$ cat config.mk
export PLATFORM = sky130hd
export DESIGN_NAME = dmaCycleSteal
export DESIGN_NICKNAME = d
export VERILOG_FILES = /design/src/rtl/dmaCsPkg.sv /design/src/rtl/dmaCsControl.sv /design/src/rtl/dmaCsDatapath.sv /design/src/rtl/dmaCycleSteal.sv
export SDC_FILE = /design/constraint.sdc
export NUM_CORES = 1
export LEC_CHECK = 0
export BUFFER_PORTS_ARGS = -buffer_cell sky130_fd_sc_hd__buf_2
export CAP_MARGIN = 20
export CORE_UTILIZATION = 50
export CTS_BUF_LIST = sky130_fd_sc_hd__clkbuf_8
export DETAILED_ROUTE_END_ITERATION = 8
export PLACE_DENSITY_LB_ADDON = 0.25
export SETUP_SLACK_MARGIN = 0.05
export SLEW_MARGIN = 40
export SYNTH_ARGS = -nofsm -noshare
export SYNTH_HDL_FRONTEND = slang
export SYNTH_SLANG_ARGS = --single-unit
$ cat constraint.sdc
create_clock -name clk -period 2.65 [get_ports clk]
set_clock_uncertainty 0.05 [all_clocks]
set_input_delay 0.1325 -clock clk [delete_from_list [all_inputs] [get_ports clk]]
set_output_delay 0.1325 -clock clk [all_outputs]
set_load 0.005 [all_outputs]
$ cat src/rtl/dmaCsPkg.sv
package dmaCsPkg;

  localparam int MAX_CH_W = 4;

  // register selects
  localparam logic [2:0] SEL_CTRL   = 3'd0;
  localparam logic [2:0] SEL_SRC    = 3'd1;
  localparam logic [2:0] SEL_DST    = 3'd2;
  localparam logic [2:0] SEL_RELOAD = 3'd3;
  localparam logic [2:0] SEL_COUNT  = 3'd4;
  localparam logic [2:0] SEL_TRIG   = 3'd5;
  localparam logic [2:0] SEL_PTR    = 3'd6;

  // hardware request source codes
  localparam logic [1:0] TRG_FALL   = 2'd0;
  localparam logic [1:0] TRG_BOTH   = 2'd1;
  localparam logic [1:0] TRG_PERIPH = 2'd2;

  typedef enum logic [1:0] {PH_IDLE, PH_READ, PH_WRITE} phase_e;

  // strobes from control to datapath
  typedef struct packed {
    logic                grant;
    logic [MAX_CH_W-1:0] chan;
    logic                rdPhase;
    logic                wrPhase;
  } ctlStrobes_t;

endpackage

$ cat src/rtl/dmaCsControl.sv
module dmaCsControl
  import dmaCsPkg::*;
#(
  parameter int NCH  = 2,
  parameter int CH_W = 1
) (
  input  logic             clk,
  input  logic             rstN,
  input  logic [NCH-1:0]   readyVec,
  output ctlStrobes_t      ctl,
  output logic             memReq,
  output logic             memWe
);

  phase_e            phase;
  logic [CH_W-1:0]   chanR;
  logic [CH_W-1:0]   pick;
  logic              anyReady;

  // lowest index wins
  always_comb begin
    pick = '0;
    for (int i = NCH - 1; i >= 0; i--) begin
      if (readyVec[i]) pick = CH_W'(i);
    end
  end

  assign anyReady = |readyVec;

  always_ff @(posedge clk or negedge rstN) begin
    if (!rstN) begin
      phase <= PH_IDLE;
      chanR <= '0;
    end else begin
      case (phase)
        PH_IDLE: if (anyReady) begin
          phase <= PH_READ;
          chanR <= pick;
        end
        PH_READ:  phase <= PH_WRITE;
        default:  phase <= PH_IDLE;
      endcase
    end
  end

  always_comb begin
    ctl.grant   = (phase == PH_IDLE) && anyReady;
    ctl.chan    = MAX_CH_W'((phase == PH_IDLE) ? pick : chanR);
    ctl.rdPhase = (phase == PH_READ);
    ctl.wrPhase = (phase == PH_WRITE);
  end

  assign memReq = (phase != PH_IDLE);
  assign memWe  = (phase == PH_WRITE);

endmodule

$ cat src/rtl/dmaCsDatapath.sv
module dmaCsDatapath
  import dmaCsPkg::*;
#(
  parameter int NCH    = 2,
  parameter int CH_W   = 1,
  parameter int ADDR_W = 20,
  parameter int CNT_W  = 16,
  parameter int DATA_W = 16
) (
  input  logic              clk,
  input  logic              rstN,
  input  logic              regWrEn,
  input  logic [CH_W-1:0]   regChan,
  input  logic [2:0]        regSel,
  input  logic [ADDR_W-1:0] regWrData,
  output logic [ADDR_W-1:0] regRdData,
  input  logic [NCH-1:0]    extReq,
  input  logic [NCH-1:0]    periphReq,
  input  ctlStrobes_t       ctl,
  output logic [NCH-1:0]    readyVec,
  output logic [ADDR_W-1:0] memAddr,
  output logic              memWide,
  output logic [DATA_W-1:0] memWrData,
  input  logic [DATA_W-1:0] memRdData,
  output logic [NCH-1:0]    irq
);

  localparam int PAD_CTRL = ADDR_W - 8;
  localparam int PAD_CNT  = ADDR_W - CNT_W;
  localparam int PAD_BYTE = DATA_W - 8;

  logic [CH_W-1:0]   chanSel;
  logic [NCH-1:0]    wideVec;
  logic [ADDR_W-1:0] srcAddrArr [NCH];
  logic [ADDR_W-1:0] dstAddrArr [NCH];
  logic [ADDR_W-1:0] rdArr      [NCH];
  logic [DATA_W-1:0] dataR;

  assign chanSel = ctl.chan[CH_W-1:0];

  for (genvar i = 0; i < NCH; i++) begin : gCh
    logic              en, wide, srcInc, dstInc, rpt, err, armed, pend, extPrev, irqR;
    logic [1:0]        trig;
    logic [ADDR_W-1:0] srcStart, dstStart, ptr, step;
    logic [CNT_W-1:0]  reload, cnt;
    logic              wrThis, serve, finish, legal, hwEvt, evt;

    assign wrThis = regWrEn && (regChan == CH_W'(i));
    assign serve  = ctl.grant && (chanSel == CH_W'(i));
    assign finish = ctl.wrPhase && (chanSel == CH_W'(i));
    assign legal  = !(srcInc && dstInc);
    assign step   = wide ? ADDR_W'(2) : ADDR_W'(1);

    always_comb begin
      case (trig)
        TRG_FALL:   hwEvt = extPrev && !extReq[i];
        TRG_BOTH:   hwEvt = extPrev ^ extReq[i];
        TRG_PERIPH: hwEvt = periphReq[i];
        default:    hwEvt = 1'b0;
      endcase
    end

    assign evt = en && legal && (hwEvt || (wrThis && regSel == SEL_TRIG));

    always_ff @(posedge clk or negedge rstN) begin
      if (!rstN) begin
        en <= 1'b0; wide <= 1'b0; srcInc <= 1'b0; dstInc <= 1'b0;
        rpt <= 1'b0; err <= 1'b0; armed <= 1'b0; pend <= 1'b0;
        extPrev <= 1'b1; irqR <= 1'b0; trig <= '0;
        srcStart <= '0; dstStart <= '0; ptr <= '0;
        reload <= '0; cnt <= '0;
      end else begin
        irqR    <= 1'b0;
        extPrev <= extReq[i];

        if (evt)        pend <= 1'b1;
        else if (serve) pend <= 1'b0;

        if (serve && armed) begin
          cnt   <= reload;
          ptr   <= srcInc ? srcStart : dstStart;
          armed <= 1'b0;
        end

        if (finish) begin
          if (srcInc || dstInc) ptr <= ptr + step;
          if (cnt == '0) begin
            irqR <= 1'b1;
            if (rpt) cnt <= reload;
            else begin
              en   <= 1'b0;
              pend <= 1'b0;
            end
          end else begin
            cnt <= cnt - CNT_W'(1);
          end
        end

        if (wrThis) begin
          case (regSel)
            SEL_CTRL: begin
              en     <= regWrData[0];
              wide   <= regWrData[1];
              srcInc <= regWrData[2];
              dstInc <= regWrData[3];
              rpt    <= regWrData[4];
              trig   <= regWrData[6:5];
              err    <= regWrData[2] && regWrData[3];
              armed  <= regWrData[0] && (armed || !en);
              if (!regWrData[0]) pend <= 1'b0;
            end
            SEL_SRC:    srcStart <= regWrData;
            SEL_DST:    dstStart <= regWrData;
            SEL_RELOAD: reload   <= regWrData[CNT_W-1:0];
            default: ;
          endcase
        end
      end
    end

    assign readyVec[i]   = pend && en && legal;
    assign irq[i]        = irqR;
    assign wideVec[i]    = wide;
    assign srcAddrArr[i] = srcInc ? ptr : srcStart;
    assign dstAddrArr[i] = dstInc ? ptr : dstStart;

    always_comb begin
      case (regSel)
        SEL_CTRL:   rdArr[i] = {{PAD_CTRL{1'b0}}, err, trig, rpt, dstInc, srcInc, wide, en};
        SEL_SRC:    rdArr[i] = srcStart;
        SEL_DST:    rdArr[i] = dstStart;
        SEL_RELOAD: rdArr[i] = {{PAD_CNT{1'b0}}, reload};
        SEL_COUNT:  rdArr[i] = {{PAD_CNT{1'b0}}, cnt};
        SEL_PTR:    rdArr[i] = ptr;
        default:    rdArr[i] = '0;
      endcase
    end
  end

  assign regRdData = rdArr[regChan];

  always_ff @(posedge clk or negedge rstN) begin
    if (!rstN)           dataR <= '0;
    else if (ctl.rdPhase) dataR <= memRdData;
  end

  assign memAddr   = ctl.wrPhase ? dstAddrArr[chanSel] : srcAddrArr[chanSel];
  assign memWide   = wideVec[chanSel];
  assign memWrData = memWide ? dataR : {{PAD_BYTE{1'b0}}, dataR[7:0]};

endmodule

$ cat src/rtl/dmaCycleSteal.sv
module dmaCycleSteal
  import dmaCsPkg::*;
#(
  parameter int  NCH    = 2,
  parameter int  ADDR_W = 20,
  parameter int  CNT_W  = 16,
  parameter int  DATA_W = 16,
  localparam int CH_W   = (NCH > 1) ? $clog2(NCH) : 1
) (
  input  logic              clk,
  input  logic              rstN,
  input  logic              regWrEn,
  input  logic [CH_W-1:0]   regChan,
  input  logic [2:0]        regSel,
  input  logic [ADDR_W-1:0] regWrData,
  output logic [ADDR_W-1:0] regRdData,
  input  logic [NCH-1:0]    extReq,
  input  logic [NCH-1:0]    periphReq,
  output logic              memReq,
  output logic              memWe,
  output logic              memWide,
  output logic [ADDR_W-1:0] memAddr,
  output logic [DATA_W-1:0] memWrData,
  input  logic [DATA_W-1:0] memRdData,
  output logic [NCH-1:0]    irq
);

  ctlStrobes_t    ctl;
  logic [NCH-1:0] readyVec;

  dmaCsControl #(.NCH(NCH), .CH_W(CH_W)) uCtl (
    .clk(clk), .rstN(rstN), .readyVec(readyVec), .ctl(ctl),
    .memReq(memReq), .memWe(memWe)
  );

  dmaCsDatapath #(
    .NCH(NCH), .CH_W(CH_W), .ADDR_W(ADDR_W), .CNT_W(CNT_W), .DATA_W(DATA_W)
  ) uDp (
    .clk(clk), .rstN(rstN), .regWrEn(regWrEn), .regChan(regChan),
    .regSel(regSel), .regWrData(regWrData), .regRdData(regRdData),
    .extReq(extReq), .periphReq(periphReq), .ctl(ctl), .readyVec(readyVec),
    .memAddr(memAddr), .memWide(memWide), .memWrData(memWrData),
    .memRdData(memRdData), .irq(irq)
  );

endmodule

==> run_results.csv <==
group,metric,value,unit
final_layout,multi_input_area,8200,sq um
logic_synthesis,ys.warnings.count,0,
sta,clock.fmax,0.386,GHz
cts,clkTransAtPathRegs,0.06,ns
route,vias,13300,
floorplan,core,28000,sq um
worst_setup_path,cp-end-kind,"output pin",
floorplan,rows,61,
worst_setup_path,rr_worst_depth,8,
route,wl_per_cell,24.1,microns
worst_setup_path,cp_data_arrival_time,2.41,ns
logic_synthesis,syn_inst,1489,
sta,slew_viol_final,0,
final_layout,fin_area,17200,sq um
place,dp_slack,0.110,ns
logic_synthesis,yosys_register_bits,227,
cts,clock_sinks,227,
power_and_ir_drop,powerDensity,1020,nW/um^2
floorplan,io_pins,108,
logic_synthesis,synth-main-ff-cell,"dfrtp_1",
sta,fin_crit_sh,97.7,%
logic_synthesis,synthesis.area,14300,sq um
grt,grt_first_pass_wirelength,73500,microns
floorplan,start_util,51.1,%
grt,use_met3,4.56,%
grt,grt_pass1_vias,12500,
worst_setup_path,startpoint_type,"flip-flop",
logic_synthesis,synth.area.top_cells,"dfrtp_1 39%, mux2_2 11%, mux2i_1 9.2%",
cts,cts_root_buffer,"clkbuf_8",
sta,setup_viol,0,
min_path,hp-class,"in2reg",
cts,htreeDepth,2,
logic_synthesis,ys_seq_area_share,39.7,%
grt,busiest_layer,"met2",
logic_synthesis,yosysTopAreaCellShare,39.3,%
power_and_ir_drop,power.leakage,7.22,nW
sta,final.setup.tns,0,ns
final_layout,regArea,5690,sq um
worst_setup_path,worstSetupPathType,"reg2out",
sta,rsz0062_at_grt,"true",
final_layout,nets,1691,
min_path,whs_path_depth,5,
cts,worst_skew_pair.late_latency,0.56,ns
sta,finalCriticalPeriod,2.59,ns
cts,cts_buffer_depth,3,
route,drtAntennaViolNets,0,
route,drc_errors,0,
final_layout,diodes,0,
final_layout,fillers,2384,
sta,tightest_slew,0.707,ns
power_and_ir_drop,ir_drop,0.000875,V
route,wirelength,49200,microns
job,cap_viol_max_count,0,
grt,globalRouteMet2Util,52.3,%
route,vias_per_cell,6.52,
route,drt-initial-drc-count,1458,
sta,finalHoldViolations,0,
grt,track_usage,33.2,%
grt,grt_antenna_before_repair,0,
logic_synthesis,async_flop_share,100,%
final_layout,area_growth,19.8,%
worst_setup_path,cp_data_required_time,2.47,ns
place,portBuffers,107,
worst_setup_path,cp_max_fo,5,
logic_synthesis,syn_area_per_cell,9.62,sq um
grt,grt_start_max_net_pins,71,
place,hpwl,33900,microns
power_and_ir_drop,p_total,17.4,mW
place,gp_congestion,0.936,
cts,cts_tree,"done",
final_layout,drive_gt1_share,27.9,%
logic_synthesis,synth_edf_count,0,
route,firstDrtPassIters,5,
grt,grtUsageMet1,45.3,%
logic_synthesis,ys_types,77,
logic_synthesis,synth_largest_area_cell,"dfrtp_1",
outcome,status,"finished clean",
place,dpl_cell_area,15400,sq um
grt,grt_overflow_total,0,
logic_synthesis,synth_nets,1548,
cts,cts_buffers,42,
floorplan,fp.dieH,171,microns
sta,slew_headroom,52.9,%
floorplan,fp.dieW,171,microns
floorplan,die_area,29300,sq um
sta,fin_ws,0.0605,ns
per-layer routing:
layer	share of wire, %	wire (microns)
met2	45	22400
met5	0	0
met1	42	20700
met3	7.7	3810
met4	4.9	2390
cells by family (layout without fill, tap and decap cells):
| kind of cell | Yosys count | in the layout | synth area share, % |
|---|---|---|---|
| and+or+nand+nor | 426 | 426 | 14.6 |
| muxes | 274 | 274 | 20.5 |
| buffers and inverters | 164 | 336 | 4.80 |
| AOI/OAI and AO/OA | 375 | 375 | 18.6 |
| DFF | 227 | 227 | 39.7 |
| adders and majority gates | 12 | 12 | 1.15 |
| xor gates and xnor gates | 11 | 11 | 0.673 |
cell usage after synthesis (7+ instances only):
master    count
and3_1        8
nand3_1      23
o211ai_1     12
buf_2        21
o22ai_1      23
inv_1        28
nand3b_1      7
nor2b_1      44
clkbuf_1     96
xnor2_1       7
nand2_1     167
nor4_1       11
or3_1         8
a221oi_1     24
mux2i_1     132
a311oi_1     16
a31oi_1      11
mux2_2      141
nor3_1       35
o31ai_1       7
a31o_2       21
o21ai_0      35
a211oi_1     85
buf_4        10
dfrtp_1     225
a21oi_1      65
nor2_1       69
ha_1         10
a22oi_1      22
nand4_1      12
where the power goes:
group	switching, mW	internal [mW]
Combinational	3.82	3.78
Sequential	1.72	4.61
Clock	1.54	1.96
Total	7.08	10.3
sequential cells by signal, indices dropped and copies added (netlist names):
| name | cells |
|---|---|
| uCtl.chanR | 1 |
| uCtl.phase | 2 |
| uDp.dataR | 16 |
| uDp.gCh.armed | 2 |
| uDp.gCh.cnt | 32 |
| uDp.gCh.dstInc | 2 |
| uDp.gCh.dstStart | 40 |
| uDp.gCh.en | 2 |
| uDp.gCh.err | 2 |
| uDp.gCh.extPrev | 2 |
| uDp.gCh.irqR | 2 |
| uDp.gCh.pend | 2 |
| uDp.gCh.ptr | 40 |
| uDp.gCh.reload | 32 |
| uDp.gCh.rpt | 2 |
| uDp.gCh.srcInc | 2 |
| uDp.gCh.srcStart | 40 |
| uDp.gCh.trig | 4 |
| uDp.gCh.wide | 2 |
layout make-up:
cell class,count,area share [%]
Clock buffer,52,4.17
Timing Repair Buffer,234,10.7
Clock inverter,21,0.875
Inverter,29,0.634
Sequential cell,227,33.1
Multi-Input combinational cell,1098,47.8
Tap cell,378,2.76
critical path, cell delays in order (launching register included):
cell and delay, ns:
dfrtp_2 0.41, a21bo_4 0.23, o2111a_2 0.30, a21oi_4 0.15
buf_12 0.15, buf_8 0.15, nand2_1 0.08, a31o_2 0.25
buf_2 0.12
timing repair:
action	4_1_cts	5_1_grt
pin swaps	1	17
gates resized for setup	14	55
setup endpoints to repair	29	33
gates cloned	2	3
buffers inserted	6	3
hold buffers	39	0
hold endpoints to repair	258	0
placed cells by master (no fill, tap or decap), types with 22 or more instances in the layout:
master,netlist,routed
dfrtp_1,225,222
nand2_1,167,155
mux2_2,141,141
mux2i_1,132,131
buf_2,21,95
a211oi_1,85,85
buf_4,10,74
nor2_1,69,68
a21oi_1,65,64
clkbuf_8,0,52
nor2b_1,44,42
inv_1,28,39
dlygate4sd3_1,0,39
o21ai_0,35,34
nor3_1,35,33
a221oi_1,24,24
o22ai_1,23,23
nand3_1,23,23
a22oi_1,22,22
per-stage QoR:
step                      util [%]  hold WS (ns)  std cells
after floorplan                  -        -0.213       1489
after global placement        55.0         0.106       1913
after detailed placement      55.0         0.105       1913
after CTS                     59.9        0.0278       2033
after global routing          61.3        0.0699       2039
final                         61.3        0.0534       2039
final timing paths:
| path | startpoint | end | slack, ns |
|---|---|---|---|
| min | periphReq[1] | uDp.gCh[1].pend$_DFF_PN0_ | 0.05 |
| min in group asynchronous | rstN | uDp.gCh[0].srcStart[15]$_DFFE_PN0P_ | 0.11 |
| max reg2reg | uDp.gCh[0].wide$_DFFE_PN0P_ | uDp.gCh[0].ptr[14]$_DFF_PN0_ | 0.16 |
| min reg2reg | uDp.dataR[1]$_DFFE_PN0N_ | uDp.dataR[1]$_DFFE_PN0N_ | 0.45 |
| max | uDp.gCh[0].srcInc$_DFFE_PN0P_ | memAddr[13] | 0.06 |
| max in group asynchronous | rstN | uDp.gCh[1].extPrev$_DFF_PN1_ | 1.64 |
(Power assumes the default switching activity.)
